==> config.mk <==
export PLATFORM = sky130hd
export DESIGN_NAME = sync_reset_aligner
export DESIGN_NICKNAME = d
export VERILOG_FILES = /design/src/rtl/sra_pkg.sv /design/src/rtl/sra_edge.sv /design/src/rtl/sra_coinc.sv /design/src/rtl/sra_timing.sv /design/src/rtl/sync_reset_aligner.sv
export SDC_FILE = /design/constraint.sdc
export NUM_CORES = 1
export LEC_CHECK = 0
export CELL_PAD_IN_SITES_DETAIL_PLACEMENT = 1
export CELL_PAD_IN_SITES_GLOBAL_PLACEMENT = 2
export CORE_UTILIZATION = 25
export CTS_CLUSTER_DIAMETER = 100
export DETAILED_ROUTE_END_ITERATION = 8
export GPL_TIMING_DRIVEN = 1
export PLACE_DENSITY = 0.76
export SYNTH_ARGS = -nofsm -noshare
export SYNTH_HDL_FRONTEND = slang
export SYNTH_HIERARCHICAL = 1
export SYNTH_SLANG_ARGS = --single-unit
==> constraint.sdc <==
create_clock -name clk -period 4.3 [get_ports clk]
set_clock_uncertainty 0.15 [all_clocks]
set_input_delay 1.29 -clock clk [delete_from_list [all_inputs] [get_ports clk]]
set_output_delay 1.29 -clock clk [all_outputs]
set_load 0.03 [all_outputs]
==> src/rtl/sra_pkg.sv <==
package sra_pkg;
  // Line on which the odd field starts after a vertical load.
  localparam int ODD_START_LINE = 4;

  // First line of the even field for a frame of the given length.
  function automatic int even_start_line(input int lines);
    return (lines + 1) / 2 + 3;
  endfunction

  // Index of the two reset channels.
  typedef enum int {CH_H = 0, CH_V = 1} sync_ch_e;
endpackage

==> src/rtl/sra_edge.sv <==
// Polarity-corrected active-edge detector for one reset input.
module sra_edge (
  input  logic clk,
  input  logic rst_n,
  input  logic raw,
  input  logic pol,
  output logic act_edge
);
  logic lvl_q, lvl_d;

  always_ff @(posedge clk) begin
    if (!rst_n) begin
      lvl_q <= 1'b0;
      lvl_d <= 1'b0;
    end else begin
      lvl_q <= pol ? raw : ~raw;
      lvl_d <= lvl_q;
    end
  end

  assign act_edge = lvl_q & ~lvl_d;
endmodule

==> src/rtl/sra_coinc.sv <==
// Decides whether a vertical edge is accepted, using a symmetric window
// of WIN cycles around the horizontal edge, or unconditionally in frame-sync.
module sra_coinc #(
  parameter int WIN = 2
) (
  input  logic clk,
  input  logic rst_n,
  input  logic h_edge,
  input  logic v_edge,
  input  logic frame_sync,
  output logic v_accept
);
  localparam int AW = $clog2(WIN + 2);
  localparam logic [AW-1:0] WIN_C = AW'(WIN);

  logic          h_seen;
  logic [AW-1:0] h_age;
  logic          v_pend;
  logic [AW-1:0] v_age;
  logic          v_now, v_late;

  assign v_now    = v_edge && (frame_sync || h_edge || (h_seen && h_age <= WIN_C));
  assign v_late   = h_edge && !frame_sync && v_pend && v_age <= WIN_C;
  assign v_accept = v_now || v_late;

  // age of the latest horizontal edge
  always_ff @(posedge clk) begin
    if (!rst_n) begin
      h_seen <= 1'b0;
      h_age  <= '0;
    end else if (h_edge) begin
      h_seen <= 1'b1;
      h_age  <= AW'(1);
    end else if (h_seen) begin
      if (h_age <= WIN_C) h_age <= h_age + AW'(1);
      else                h_seen <= 1'b0;
    end
  end

  // vertical edge waiting for a following horizontal edge
  always_ff @(posedge clk) begin
    if (!rst_n) begin
      v_pend <= 1'b0;
      v_age  <= '0;
    end else if (v_edge && !v_now) begin
      v_pend <= 1'b1;
      v_age  <= AW'(1);
    end else if (v_pend) begin
      if (v_accept || v_age >= WIN_C) v_pend <= 1'b0;
      else                            v_age  <= v_age + AW'(1);
    end
  end
endmodule

==> src/rtl/sra_timing.sv <==
// Pixel and line counters with field and analog-frame phase tracking.
module sra_timing
  import sra_pkg::*;
#(
  parameter int LINE_CLKS  = 858,
  parameter int LINES      = 525,
  parameter int ACTIVE_OFS = 138,
  localparam int PW = $clog2(LINE_CLKS),
  localparam int LW = $clog2(LINES + 1)
) (
  input  logic          clk,
  input  logic          rst_n,
  input  logic          h_edge,
  input  logic          v_accept,
  input  logic          hmark_active,
  input  logic          field_en,
  input  logic          field_in,
  output logic [PW-1:0] pix_cnt,
  output logic [LW-1:0] line_cnt,
  output logic          field_12,
  output logic          sc_rst,
  output logic          field_odd
);
  localparam int F2 = even_start_line(LINES);

  logic          pix_last, adv, frame_start, pair_next;
  logic [PW-1:0] pix_next;
  logic [LW-1:0] line_next;

  assign pix_last = (pix_cnt == PW'(LINE_CLKS - 1));
  assign adv      = h_edge ? !hmark_active : pix_last;

  always_comb begin
    if (h_edge)        pix_next = hmark_active ? PW'(ACTIVE_OFS) : '0;
    else if (pix_last) pix_next = '0;
    else               pix_next = pix_cnt + PW'(1);
  end

  always_comb begin
    if (v_accept)                       line_next = LW'(ODD_START_LINE);
    else if (adv && line_cnt == LW'(LINES)) line_next = LW'(1);
    else if (adv)                       line_next = line_cnt + LW'(1);
    else                                line_next = line_cnt;
  end

  assign frame_start = v_accept || (adv && line_cnt == LW'(ODD_START_LINE - 1));
  assign pair_next   = field_en ? field_in : ~field_12;
  assign sc_rst      = frame_start && pair_next;
  assign field_odd   = (line_cnt >= LW'(ODD_START_LINE)) && (line_cnt < LW'(F2));

  always_ff @(posedge clk) begin
    if (!rst_n) begin
      pix_cnt  <= '0;
      line_cnt <= LW'(1);
      field_12 <= 1'b0;
    end else begin
      pix_cnt  <= pix_next;
      line_cnt <= line_next;
      if (frame_start) field_12 <= pair_next;
    end
  end
endmodule

==> src/rtl/sync_reset_aligner.sv <==
module sync_reset_aligner
  import sra_pkg::*;
#(
  parameter int LINE_CLKS  = 858,
  parameter int LINES      = 525,
  parameter int ACTIVE_OFS = 138,
  parameter int WIN        = 2,
  localparam int PW = $clog2(LINE_CLKS),
  localparam int LW = $clog2(LINES + 1)
) (
  input  logic          clk,
  input  logic          rst_n,
  input  logic          hrst_in,
  input  logic          vrst_in,
  input  logic          field_in,
  input  logic          hpol,
  input  logic          vpol,
  input  logic          hmark_active,
  input  logic          frame_sync,
  input  logic          field_en,
  output logic          h_load,
  output logic          v_load,
  output logic          sc_rst,
  output logic [PW-1:0] pix_cnt,
  output logic [LW-1:0] line_cnt,
  output logic          field_odd,
  output logic          field_12
);
  logic [1:0] raw, pol, edges;

  assign raw[CH_H] = hrst_in;
  assign raw[CH_V] = vrst_in;
  assign pol[CH_H] = hpol;
  assign pol[CH_V] = vpol;

  for (genvar i = 0; i < 2; i++) begin : g_edge
    sra_edge u_edge (
      .clk      (clk),
      .rst_n    (rst_n),
      .raw      (raw[i]),
      .pol      (pol[i]),
      .act_edge (edges[i])
    );
  end

  assign h_load = edges[CH_H];

  sra_coinc #(.WIN(WIN)) u_coinc (
    .clk        (clk),
    .rst_n      (rst_n),
    .h_edge     (edges[CH_H]),
    .v_edge     (edges[CH_V]),
    .frame_sync (frame_sync),
    .v_accept   (v_load)
  );

  sra_timing #(
    .LINE_CLKS  (LINE_CLKS),
    .LINES      (LINES),
    .ACTIVE_OFS (ACTIVE_OFS)
  ) u_timing (
    .clk          (clk),
    .rst_n        (rst_n),
    .h_edge       (edges[CH_H]),
    .v_accept     (v_load),
    .hmark_active (hmark_active),
    .field_en     (field_en),
    .field_in     (field_in),
    .pix_cnt      (pix_cnt),
    .line_cnt     (line_cnt),
    .field_12     (field_12),
    .sc_rst       (sc_rst),
    .field_odd    (field_odd)
  );
endmodule

; ---- Word level (Yosys, flattened, before mapping)
; Cells that the tools add are included.
[classes]
bitwise = 9
multipliers = 0
shifts = 0
eq_ne = 4
n_reduce_logical = 29
order_cmp = 5
n_div = 0
add_sub_neg = 4
mux = 22
[ops]
columns = cell, count
row1 = $add A10 B1 Y10 const B, 2
row2 = $eq A10 B10 Y1 const B, 2
row3 = $mux W10, 2
row4 = $mux W1, 16
row5 = $eq A10 B2 Y1 const B, 1
row6 = $ge A10 B3 Y1 const B, 1
row7 = $logic_and A1 B1 Y1, 10
row8 = $lt A10 B9 Y1 const B, 1
row9 = $mux W3, 3
row10 = $mux W8, 1
row11 = $reduce_and A2 Y1, 4
row12 = $not A1 Y1, 7
row13 = $reduce_bool A2 Y1, 3
row14 = $logic_or A1 B1 Y1, 5
row15 = $add A2 B1 Y2 const B, 2
row16 = $le A2 B2 Y1 const B, 2
row17 = $reduce_or A2 Y1, 2
row18 = $logic_not A1 Y1, 3
row19 = $reduce_bool A3 Y1, 1
row20 = $reduce_or A3 Y1, 1
row21 = $and A1 B1 Y1, 2
row22 = $ge A2 B2 Y1 const B, 1
row23 = $ne A2 B1 Y1 const B, 1
[word_totals]
elab_cells = 87
in_bits = 10
reg_bits = 31
output_inout_bits = 25
mem_count = 0
latch_bits = 0
mem_bits_ro = 0
mem_bits_rw = 0

; ---- Logic depth before layout (Yosys ltp)
; Gate-level depths: netlist of the first run.
[depth]
depth_word = 10
depth_mapped = 8
ltp_nobuf = 8

; ---- Hierarchy
; Netlist of the first run, hierarchy kept.
[by_module_without_submodules]
columns = mod, cells_per_inst, n_inst, seq_area_each_um2, area_per_inst_um2
row1 = sra_timing, 144, 1, 420.4, 1176.1
row2 = sra_coinc, 30, 1, 120.1, 346.6
row3 = sra_edge, 6, 2, 40.0, 67.6

; ---- Worst setup path before layout of the first run
; Ideal clock, no wire load.
[synth_timing]
path_kind = input to output
startpoint = input port frame_sync
endpoint = output port sc_rst
required_ps = 2860
arrival_time_ps = 2719
path_slack_ps = 141
path_stages = 4
n_path_buf = 0
cell_sequence = nor3b_4 > a21o_2 > inv_1 > a221oi_1
[synth_between]
elab_chain_cells = 7
word_cells_on_any_way = 10
cone_classes = reduce/logical (10)
[synth_rtl]
columns = item, line_no
row1 = from (decl), sync_reset_aligner.sv:19  ; input logic frame_sync,
row2 = $logic_not A1 Y1, sra_coinc.sv:23  ; assign v_late = h_edge && !frame_sync && v_pend && v_age <= WIN_C;
row3 = $logic_and A1 B1 Y1 (3 in a row), sra_coinc.sv:23
row4 = $logic_or A1 B1 Y1 (*), sra_coinc.sv:24  ; assign v_accept = v_now || v_late;
row5 = via v_load, sync_reset_aligner.sv:22  ; output logic v_load,
row6 = $logic_or A1 B1 Y1 (*), sra_timing.sv:46  ; assign frame_start = v_accept || (adv && line_cnt == LW'(ODD_START_LINE - 1));
row7 = $logic_and A1 B1 Y1 (*), sra_timing.sv:48  ; assign sc_rst = frame_start && pair_next;
row8 = to (decl), sync_reset_aligner.sv:23  ; output logic sc_rst,
; The timed path passes the listed nets; every way through them passes the cells marked *.

; ---- Final worst setup path of the first run
[layout_timing]
startpoint = input port frame_sync
endpoint = output port sc_rst
[layout_between]
elab_chain_cells = 7
word_cells_on_any_way = 10
cone_classes = reduce/logical (10)
[layout_rtl]
columns = item, line_no
row1 = $logic_not A1 Y1, sra_coinc.sv:23
row2 = $logic_and A1 B1 Y1 (3 in a row), sra_coinc.sv:23
row3 = $logic_or A1 B1 Y1 (*), sra_coinc.sv:24
row4 = $logic_or A1 B1 Y1 (*), sra_timing.sv:46
row5 = $logic_and A1 B1 Y1 (*), sra_timing.sv:48
; Mark *: on every way between the ends. The rest lies on a longest branch, timed or not.

==> results of run 1 <==
[layer usage]
layer / vias up / track usage
met5: - / 0
met4: 0 / 0.0508
met3: 6 / 0.0388
met2: 24 / 0.227
met1: 762 / 0.175
li1: 762 / -
[worst max-delay path: stages]
cell and delay [ns]:
clkdlybuf4s50_1 0.48, nor3b_4 0.23, a21o_2 0.17, inv_1 0.06, a221oi_1 0.28, buf_4 0.21
[cell families (layout without fill, tap and decap cells)]
group | count (synthesis) | count (layout) | share of synthesized area
flops | 31 | 31 | 0.374
fa+ha+maj | 8 | 8 | 0.0604
simple gates | 83 | 83 | 0.291
buf+inv | 13 | 56 | 0.0302
mux | 1 | 1 | 0.00604
compound gates | 39 | 39 | 0.180
xor+xnor | 11 | 11 | 0.0581
[registers in the layout (all words and copies together) (netlist names)]
| register | cells |
|---|---|
| u_timing/field_12 | 1 |
| u_timing/pix_cnt | 10 |
| u_coinc/h_seen | 1 |
| u_timing/line_cnt | 10 |
| u_coinc/v_pend | 1 |
| u_coinc/h_age | 2 |
| g_edge.u_edge/lvl_d | 2 |
| g_edge.u_edge/lvl_q | 2 |
| u_coinc/v_age | 2 |
[final timing paths]
kind                                                           to                         startpoint  cells past startpoint
worst min register to register  g_edge[1].u_edge/lvl_d$_SDFF_PN0_  g_edge[1].u_edge/lvl_q$_SDFF_PN0_                      1
worst max-delay path                                       sc_rst                         frame_sync                      6
worst min-delay path            g_edge[1].u_edge/lvl_d$_SDFF_PN0_  g_edge[1].u_edge/lvl_q$_SDFF_PN0_                      1
worst max register to register     u_timing/field_12$_SDFFE_PN0P_  g_edge[0].u_edge/lvl_q$_SDFF_PN0_                      8
[placed cells by master, fill, tap and decap left out, types with 6 or more instances in the layout]
cell | Yosys | final
clkdlybuf4s50_1 | 0 | 32
buf_4 | 0 | 6
nor3_1 | 9 | 9
nor4_1 | 6 | 6
nand3_1 | 9 | 9
ha_1 | 8 | 8
inv_1 | 9 | 9
nand2_1 | 13 | 13
dfxtp_1 | 31 | 31
xnor2_1 | 8 | 8
nor2_1 | 16 | 16
clkbuf_8 | 0 | 6
[final cells by class]
| type | instances | share of cell area |
|---|---|---|
| timing repair buffer | 39 | 0.168 |
| sequential | 31 | 0.278 |
| multi-input combinational | 142 | 0.443 |
| tap | 77 | 0.0432 |
| clock inverter | 2 | 0.0157 |
| clock buffer | 6 | 0.0370 |
| inverter | 9 | 0.0152 |
[power groups by stage]
stage / Clock, mW / Sequential, mW / Combinational (mW)
after floorplan: 0 / 0.336 / 0.0610
after global placement: 0 / 0.327 / 0.125
after detailed placement: 0 / 0.327 / 0.126
after CTS: 0.313 / 0.321 / 0.126
after global routing: 0.325 / 0.323 / 0.135
final: 0.302 / 0.320 / 0.124
[per-stage QoR]
step	utilization	TNS (ns)	std cells	instance area, um2	setup WS (ns)
2_1_floorplan	-	0	186	1660	0.141
4_1_cts	0.349	0	306	2230	0.0986
3_3_place_gp	0.331	-0.00915	298	2110	-0.00915
3_5_place_dp	0.331	-0.0213	298	2110	-0.0213
5_1_grt	0.349	0	306	2230	0.0104
6_report	0.349	0	306	2230	0.136
==> summary.txt, run 1 <==
Yosys
  • Post-synth ARST share: 0
  • Sequential-to-total area share from yosys stat: 0.374
  • Most common cell in the netlist: dfxtp_1
  • Cell variety after synth: 48
  • Mean post-synth cell area: 8.91 um2
  • Main synth FF type: dfxtp_1
  • Cell taking the most area after synthesis: dfxtp_1
  • Post-synth EDFFs: 0
  • Synth Cell Area: 1660 um2
  • FF+latch count, synth: 31
  • Yosys Warn Count: 6
  • Mapped Cells: 186
  • Synth top area share: 0.374
  • Syn Nets: between 200 and 250
  • Top cells by area, synth: dfxtp_1 37%, ha_1 6.0%, xnor2_1 4.2%, nor2_1 3.6%, a32o_1 3.0%
  • Commonest cells in the netlist: 31 x dfxtp_1, 16 x nor2_1, 13 x nand2_1

Timing
  • Peak Freq: 240 MHz
  • Fin crit share: 0.968
  • Slew margin rel.: 0.488
  • WHS: 0.305 ns
  • Unrepaired setup endpoints after global routing: false
  • Max-slew violation count: 0
  • Hold Vio Cnt, Final: 0
  • Minimum clock period: 4.16 ns
  • Endpoints failing setup: 0
  • Slew of the pin with the lowest slew margin: 0.767 ns

Drt
  • DR WL met2: 2130 um
  • First-pass DRT Iterations: 4
  • Initial detailed-routing violation count: between 70 and 80
  • WL met1: 2200 um
  • Top layer reached by signal wires: met4
  • DR DRC count: 0
  • Vias per cell: 5.08
  • Metal3 WL: around 170 um
  • Via Count: 1554
  • WL/cell: between 10 and 15 um
  • Detailed Route WL: 4560 um
  • Post-route ant nets: 0

Critical path
  • Setup crit end kind: output port
  • Critical Path AT: 2.72 ns
  • Critical path startpoint category: input port
  • R2r setup slk: 1.92 ns
  • Worst Path Required: 2.86 ns
  • Peak fanout along the critical path: 3
  • Setup CP Type: input port to output port

Final layout
  • Area Growth Syn to Fin: 34.5%
  • Multi-input logic area: between 900 and 1000 um2
  • Filler Cells Inserted: 734
  • Layout cell share with drive strength beyond 1: 0.105
  • # nets final: 246
  • FF+latch area: approximately 620 um2
  • Antenna diodes: 0

Clocking
  • Buffers from clock root to sink, at most: 2
  • Worst-path clk slew: roughly 0.070 ns
  • Cts-stage hold buffer count: 0
  • # clock sinks: 31
  • CTS root buf: clkbuf_8
  • Clk_lat worst skew: about 0.29 ns
  • H-tree Lvls: 2
  • Number of CTS-inserted buffers: 5
  • CTS tree: done
  • Total setup buffers inserted after CTS: 0
  • PostCTS Resize Cnt: 1

Outcome
  • Status: completed

Global routing
  • GRT Resource Usage Total: 0.139
  • Initial antenna violation count: 0
  • Total gr overflow: 0
  • Vias in the first global route: 1570
  • First-pass GRT wire length: 7580 um
  • Pin count of the biggest net entering global routing: 16

Hold path
  • Hold WC Path Type: flip-flop to flip-flop

Power
  • Internal: ~0.55 mW
  • Logic gate share of total power: 0.167
  • Pwr Density: around 330 nW/um2
  • PnR Total Power: about 0.75 mW
  • Sw Ratio: 0.269
  • Clock Power Share: 0.405
  • P_leak: 0.793 nW
  • Worst-case vdd ir drop: about 120 uV
  • Net Sw Power: ~0.2 mW
  • Sequential Power Share: 0.429

Floorplanning
  • Die Height: 83.4 um
  • FP Rows: 29
  • Initial core utilization: 0.260
  • Io pins: 35
  • Core Region: 6390 um2
  • Die Wd: 83.4 um
  • Die area: between 6000 and 7000 um2

Placement
  • DP HPWL: 3300 um
  • Gpl congestion: between 0.7 and 0.8
  • PortBufs: 34

Flow run
  • MaxCap Viol Count: 0
(Power assumes the default switching activity.)
==> run 2: changes to the inputs <==
--- a/config.mk
+++ b/config.mk
@@ -7,11 +7,11 @@
 export LEC_CHECK = 0
 export CELL_PAD_IN_SITES_DETAIL_PLACEMENT = 1
 export CELL_PAD_IN_SITES_GLOBAL_PLACEMENT = 2
-export CORE_UTILIZATION = 25
+export CORE_UTILIZATION = 32
 export CTS_CLUSTER_DIAMETER = 100
 export DETAILED_ROUTE_END_ITERATION = 8
 export GPL_TIMING_DRIVEN = 1
-export PLACE_DENSITY = 0.76
+export PLACE_DENSITY = 0.92
 export SYNTH_ARGS = -nofsm -noshare
 export SYNTH_HDL_FRONTEND = slang
 export SYNTH_HIERARCHICAL = 1
==> summary.txt, run 2 (synthesis gave the netlist of run 1 again) <==
Final layout
  • Area Growth Syn to Fin: 31.9%
  • Layout cell share with drive strength beyond 1: 0.100
  • Final Non-Filler Cells: approximately 300
  • Area of all placed cells without fillers: between 2000 and 2500 um2
  • Antenna diodes: 0
  • Most frequent cells in the layout: 31 x dfxtp_1, 31 x clkdlybuf4s50_1, 16 x nor2_1, 13 x nand2_1
  • FF+latch area: 621 um2
  • Post-layout util: 0.451
  • Top flop regs: u_timing/line_cnt: 10 flops, u_timing/pix_cnt: 10 flops
  • Filler Cells Inserted: 566
  • # nets final: 246
  • Multi-input logic area: 987 um2

Clocking
  • # clock sinks: 31
  • Buffers from clock root to sink, at most: 2
  • CTS root buf: clkbuf_8
  • Worst-path clk slew: 0.06 ns
  • CTS tree: done
  • Cts-stage hold buffer count: 0
  • H-tree Lvls: 2
  • Clk_lat worst skew: 0.29 ns
  • Number of CTS-inserted buffers: 5
  • Total setup buffers inserted after CTS: 0

Drt
  • DR DRC count: 0
  • WL/cell: 14.2 um
  • Via Count: 1550
  • Post-route ant nets: 0
  • Vias per cell: about 5.2
  • Detailed Route WL: 4210 um
  • First-pass DRT Iterations: 4
  • Initial detailed-routing violation count: 36

Timing
  • Minimum clock period: 4.08 ns
  • Slew of the pin with the lowest slew margin: 0.724 ns
  • Fin crit share: 0.949
  • Final WS setup: around 0.22 ns
  • Unrepaired setup endpoints after global routing: false
  • Hold Vio Cnt, Final: 0
  • Peak Freq: 245 MHz
  • WHS: between 0.3 and 0.4 ns
  • Max-slew violation count: 0
  • Fin Setup TNS: 0 ns
  • Endpoints failing setup: 0
  • Slew margin rel.: 0.517

Power
  • Worst-case vdd ir drop: 168 uV
  • P_leak: a little under 0.8 nW
  • PnR Total Power: 0.667 mW
  • Pwr Density: 305 nW/um2

Critical path
  • Peak fanout along the critical path: 2
  • Setup CP Type: input port to output port
  • Worst Path Required: 2.86 ns
  • Critical path startpoint category: input port
  • Setup crit end kind: output port
  • Critical Path AT: 2.64 ns

Floorplanning
  • Die area: 5470 um2
  • Die Wd: about 74 um
  • Io pins: 35
  • Die Height: 74.0 um
  • FP Rows: 25
  • Initial core utilization: 0.342
  • Core Region: 4850 um2

Global routing
  • Total gr overflow: 0
  • Vias in the first global route: ~1500
  • Initial antenna violation count: 0
  • First-pass GRT wire length: 6930 um
  • GRT Resource Usage Total: 0.169
  • Pin count of the biggest net entering global routing: 16

Placement
  • DP Cell Count: 288
  • DP HPWL: 3140 um
  • Gpl congestion: 0.772
  • Placement Cell Area: between 2000 and 2500 um2
  • PortBufs: 34
  • Place WS: -0.0145 ns

Flow run
  • MaxCap Viol Count: 0

Hold path
  • Hold WC Path Type: flip-flop to flip-flop

Outcome
  • Status: completed
==> run 2: worst paths after layout <==
path                                      from                                end  slack (ns)  cells after the start
max                               hmark_active                             sc_rst        0.22                      6
min          g_edge[1].u_edge/lvl_q$_SDFF_PN0_  g_edge[1].u_edge/lvl_d$_SDFF_PN0_        0.30                      1
max reg2reg  g_edge[0].u_edge/lvl_q$_SDFF_PN0_  u_timing/line_cnt[8]$_SDFFE_PP0P_        1.90                      8
min reg2reg  g_edge[1].u_edge/lvl_q$_SDFF_PN0_  g_edge[1].u_edge/lvl_d$_SDFF_PN0_        0.30                      1
==> run 2: final cells by class <==
type	instances	area share
clock buffers	6	0.0332
clock inverters	2	0.00572
inverters	9	0.0154
multi-input cells	142	0.451
flip-flops and latches	31	0.284
well taps	67	0.0383
repair buffers	39	0.172
==> run 2: repair_timing <==
item                                   CTS  global route
gates cloned                             0             0
setup endpoints to repair                2             1
resized for setup                        1             1
endpoints found under the hold margin    0             0
==> run 2: worst max-delay path, stage by stage <==
cell	delay, ns
clkdlybuf4s50_1	0.41
nand2b_1	0.16
o31ai_1	0.12
nand4_1	0.17
a221oi_1	0.28
buf_4	0.21
==> run 2: report_power, final <==
part / total [mW] / switching (mW) / internal [mW]
Sequential: 0.320 / 0.0178 / 0.302
Combinational: 0.124 / 0.0678 / 0.0560
Clock: 0.223 / 0.110 / 0.113
Total: 0.667 / 0.196 / 0.471
==> run 2: layer usage <==
metal  track usage  routed length, um
met5             0                  0
met2         0.286               2050
met3        0.0488                165
met1         0.191               1880
met4        0.0940                112
==> run 3: changes to the inputs <==
--- a/config.mk
+++ b/config.mk
@@ -5,13 +5,15 @@
 export SDC_FILE = /design/constraint.sdc
 export NUM_CORES = 1
 export LEC_CHECK = 0
+export ABC_AREA = 1
 export CELL_PAD_IN_SITES_DETAIL_PLACEMENT = 1
 export CELL_PAD_IN_SITES_GLOBAL_PLACEMENT = 2
-export CORE_UTILIZATION = 32
+export CORE_ASPECT_RATIO = 1.5
+export CORE_UTILIZATION = 28
 export CTS_CLUSTER_DIAMETER = 100
 export DETAILED_ROUTE_END_ITERATION = 8
 export GPL_TIMING_DRIVEN = 1
-export PLACE_DENSITY = 0.92
+export PLACE_DENSITY = 0.88
 export SYNTH_ARGS = -nofsm -noshare
 export SYNTH_HDL_FRONTEND = slang
 export SYNTH_HIERARCHICAL = 1
==> constraint.sdc (replaced) <==
create_clock -name clk -period 3.9 [get_ports clk]
set_clock_uncertainty 0.15 [all_clocks]
set_input_delay 1.17 -clock clk [delete_from_list [all_inputs] [get_ports clk]]
set_output_delay 1.17 -clock clk [all_outputs]
set_load 0.03 [all_outputs]
==> summary.txt, run 3 <==
Outcome
  • Status: completed

Yosys
  • Yosys Warn Count: 6
  • Syn Nets: 263
  • Synth Cell Area: 1710 um2
  • Post-synth EDFFs: 0
  • FF+latch count, synth: 31
  • Top cells by area, synth: dfxtp_1 36%, nand2_1 13%, inv_1 7.5%, nor2_1 7.0%, nand3_1 6.1%
  • Main synth FF type: dfxtp_1
  • Cell variety after synth: 29
  • Synth top area share: 0.363
  • Mean post-synth cell area: 6.98 um2
  • Most common cell in the netlist: nand2_1
  • Mapped Cells: 245
  • Commonest cells in the netlist: 57 x nand2_1, 34 x inv_1, 32 x nor2_1
  • Post-synth ARST share: 0
  • Sequential-to-total area share from yosys stat: 0.363
  • Cell taking the most area after synthesis: dfxtp_1

Drt
  • Vias per cell: 4.69
  • WL/cell: 12.3 um
  • Detailed Route WL: 4460 um
  • DR DRC count: 0
  • First-pass DRT Iterations: 4
  • Initial detailed-routing violation count: 49
  • Post-route ant nets: 0
  • Via Count: around 1700

Floorplanning
  • Die Height: about 100 um
  • Die Wd: 65.8 um
  • Io pins: 35
  • Core Region: 5830 um2
  • Initial core utilization: 0.293
  • Die area: 6430 um2
  • FP Rows: 34

Timing
  • Peak Freq: 264 MHz
  • Fin crit share: 0.970
  • Max-slew violation count: 0
  • Fin Setup TNS: 0 ns
  • Endpoints failing setup: 0
  • Slew margin rel.: 0.700
  • WHS: 0.291 ns
  • Minimum clock period: 3.78 ns
  • Final WS setup: around 0.12 ns
  • Unrepaired setup endpoints after global routing: false
  • Hold Vio Cnt, Final: 0
  • Slew of the pin with the lowest slew margin: 0.449 ns

Hold path
  • Worst Min Path Start: g_edge[1].u_edge/lvl_q$_SDFF_PN0_
  • Hold WC Path Type: flip-flop to flip-flop

Power
  • Pwr Density: ~360 nW/um2
  • PnR Total Power: approximately 0.81 mW
  • Worst-case vdd ir drop: 129 uV
  • P_leak: 0.965 nW

Critical path
  • CP max stage cell: clkdlybuf4s50_1
  • Setup crit end kind: output port
  • Critical Path AT: 2.46 ns
  • R2R Path Start: u_timing/pix_cnt[0]$_SDFF_PP0_
  • Largest stage delay, worst path: around 0.44 ns
  • Cells along the critical path: clkdlybuf4s50_1, nor2_2, nand2_1, nand2_2, nand2_1, inv_2, nand2_2, nand3_1, inv_1, buf_4
  • Buf+Inv Stages, Crit Path: 4
  • Critical Path Source: frame_sync
  • Cell family with most CP delay: buffers and inverters
  • Setup CP Type: input port to output port
  • Peak fanout along the critical path: 5
  • Critical path startpoint category: input port
  • R2r setup slk: between 1.5 and 2 ns
  • Worst Path Required: 2.58 ns

Clocking
  • CTS tree: done
  • CTS root buf: clkbuf_8
  • Worst-path clk slew: 0.07 ns
  • # clock sinks: 31
  • H-tree Lvls: 2
  • Buffers from clock root to sink, at most: 2
  • Number of CTS-inserted buffers: 5
  • Clk_lat worst skew: 0.28 ns

Global routing
  • Pin count of the biggest net entering global routing: 12
  • Initial antenna violation count: 0
  • GRT Resource Usage Total: 0.154
  • First-pass GRT wire length: 7730 um
  • Vias in the first global route: around 1700
  • Total gr overflow: 0

Final layout
  • FF+latch area: between 600 and 700 um2
  • Area Growth Syn to Fin: 32.8%
  • # nets final: a little over 300
  • Top flop regs: u_timing/line_cnt: 10 flops, u_timing/pix_cnt: 10 flops
  • Filler Cells Inserted: 754
  • Area of all placed cells without fillers: 2270 um2
  • Final Non-Filler Cells: between 300 and 400
  • Most frequent cells in the layout: 56 x nand2_1, 33 x inv_1, 32 x nor2_1, 32 x clkdlybuf4s50_1, 31 x dfxtp_1
  • Antenna diodes: 0
  • Multi-input logic area: about 950 um2
  • Most common cell after layout, fill and taps aside: nand2_1
  • Post-layout util: 0.390
  • Layout cell share with drive strength beyond 1: 0.121

Placement
  • PortBufs: 34
  • DP Cell Count: 353
  • Placement Cell Area: 2150 um2
  • Place WS: 0.0228 ns
  • DP HPWL: about 3500 um
  • Gpl congestion: 0.756

Flow run
  • MaxCap Viol Count: 0
==> run 3: changes by cell type after synthesis, moves of 4 or more <==
| cell | change |
|---|---|
| nand2_1 | +44 |
| inv_1 | +25 |
| nor2_1 | +16 |
| a21oi_1 | +12 |
| nand3_1 | +12 |
| xnor2_1 | -7 |
| a32o_1 | -5 |
| nor4_1 | -5 |
| o21ai_1 | -5 |
| and2_1 | -4 |
==> run 3: kinds of logic (layout without fill, tap and decap cells) <==
kind of cell             after synthesis  count (layout)  synth area share
AND/OR/NAND/NOR                      137             137             0.371
buffers and inverters                 37              81            0.0856
flip-flops                            31              31             0.363
AO/OA/AOI/OAI                         26              26            0.0914
adder cells (fa/ha/maj)                8               8            0.0585
XOR/XNOR                               6               6            0.0307
==> run 3: worst paths after layout <==
kind,to,cells after the start
worst min-delay path,g_edge[1].u_edge/lvl_d$_SDFF_PN0_,2
worst max register to register,u_timing/line_cnt[5]$_SDFFE_PP0P_,9
worst min register to register,g_edge[1].u_edge/lvl_d$_SDFF_PN0_,2
worst max-delay path,sc_rst,10
==> run 3: timing repair <==
| item | 4_1_cts | 5_1_grt |
|---|---|---|
| hold buffers | 0 | 0 |
| gates resized for setup | 0 | 3 |
| setup buffers | 0 | 0 |
| setup endpoints to repair | 0 | 1 |
| hold endpoints to repair | 0 | 0 |
==> run 3: power by group <==
| group | internal, mW | total, mW | leakage [nW] | switching, mW |
|---|---|---|---|---|
| registers | 0.331 | 0.348 | 0.253 | 0.0171 |
| clock network | 0.207 | 0.329 | 0.0612 | 0.122 |
| logic | 0.0530 | 0.135 | 0.651 | 0.0818 |
| total | 0.591 | 0.812 | 0.965 | 0.221 |
==> run 3: area by class of cell <==
class	instances	area share
Clock buffer	6	0.0363
Clock inverter	2	0.0154
Inverter	36	0.0595
Multi-Input combinational cell	177	0.419
Sequential cell	31	0.273
Tap cell	72	0.0396
Timing Repair Buffer	37	0.157
==> run 3: worst register-to-register path, delay by kind of cell (launching register included) <==
kind	cells	cell delay [ns]
flip-flops	1	0.48
AO/OA/AOI/OAI	2	0.43
AND/OR/NAND/NOR	5	0.40
adder cells (fa/ha/maj)	1	0.22
buffers and inverters	1	0.17
==> run 3: per-layer routing <==
metal  wire length, um  share of wire  GRT usage
met5                 0              0          0
met4                85          0.019     0.0652
met3               160          0.036     0.0293
met2              2280           0.51      0.275
met1              1930           0.43      0.172
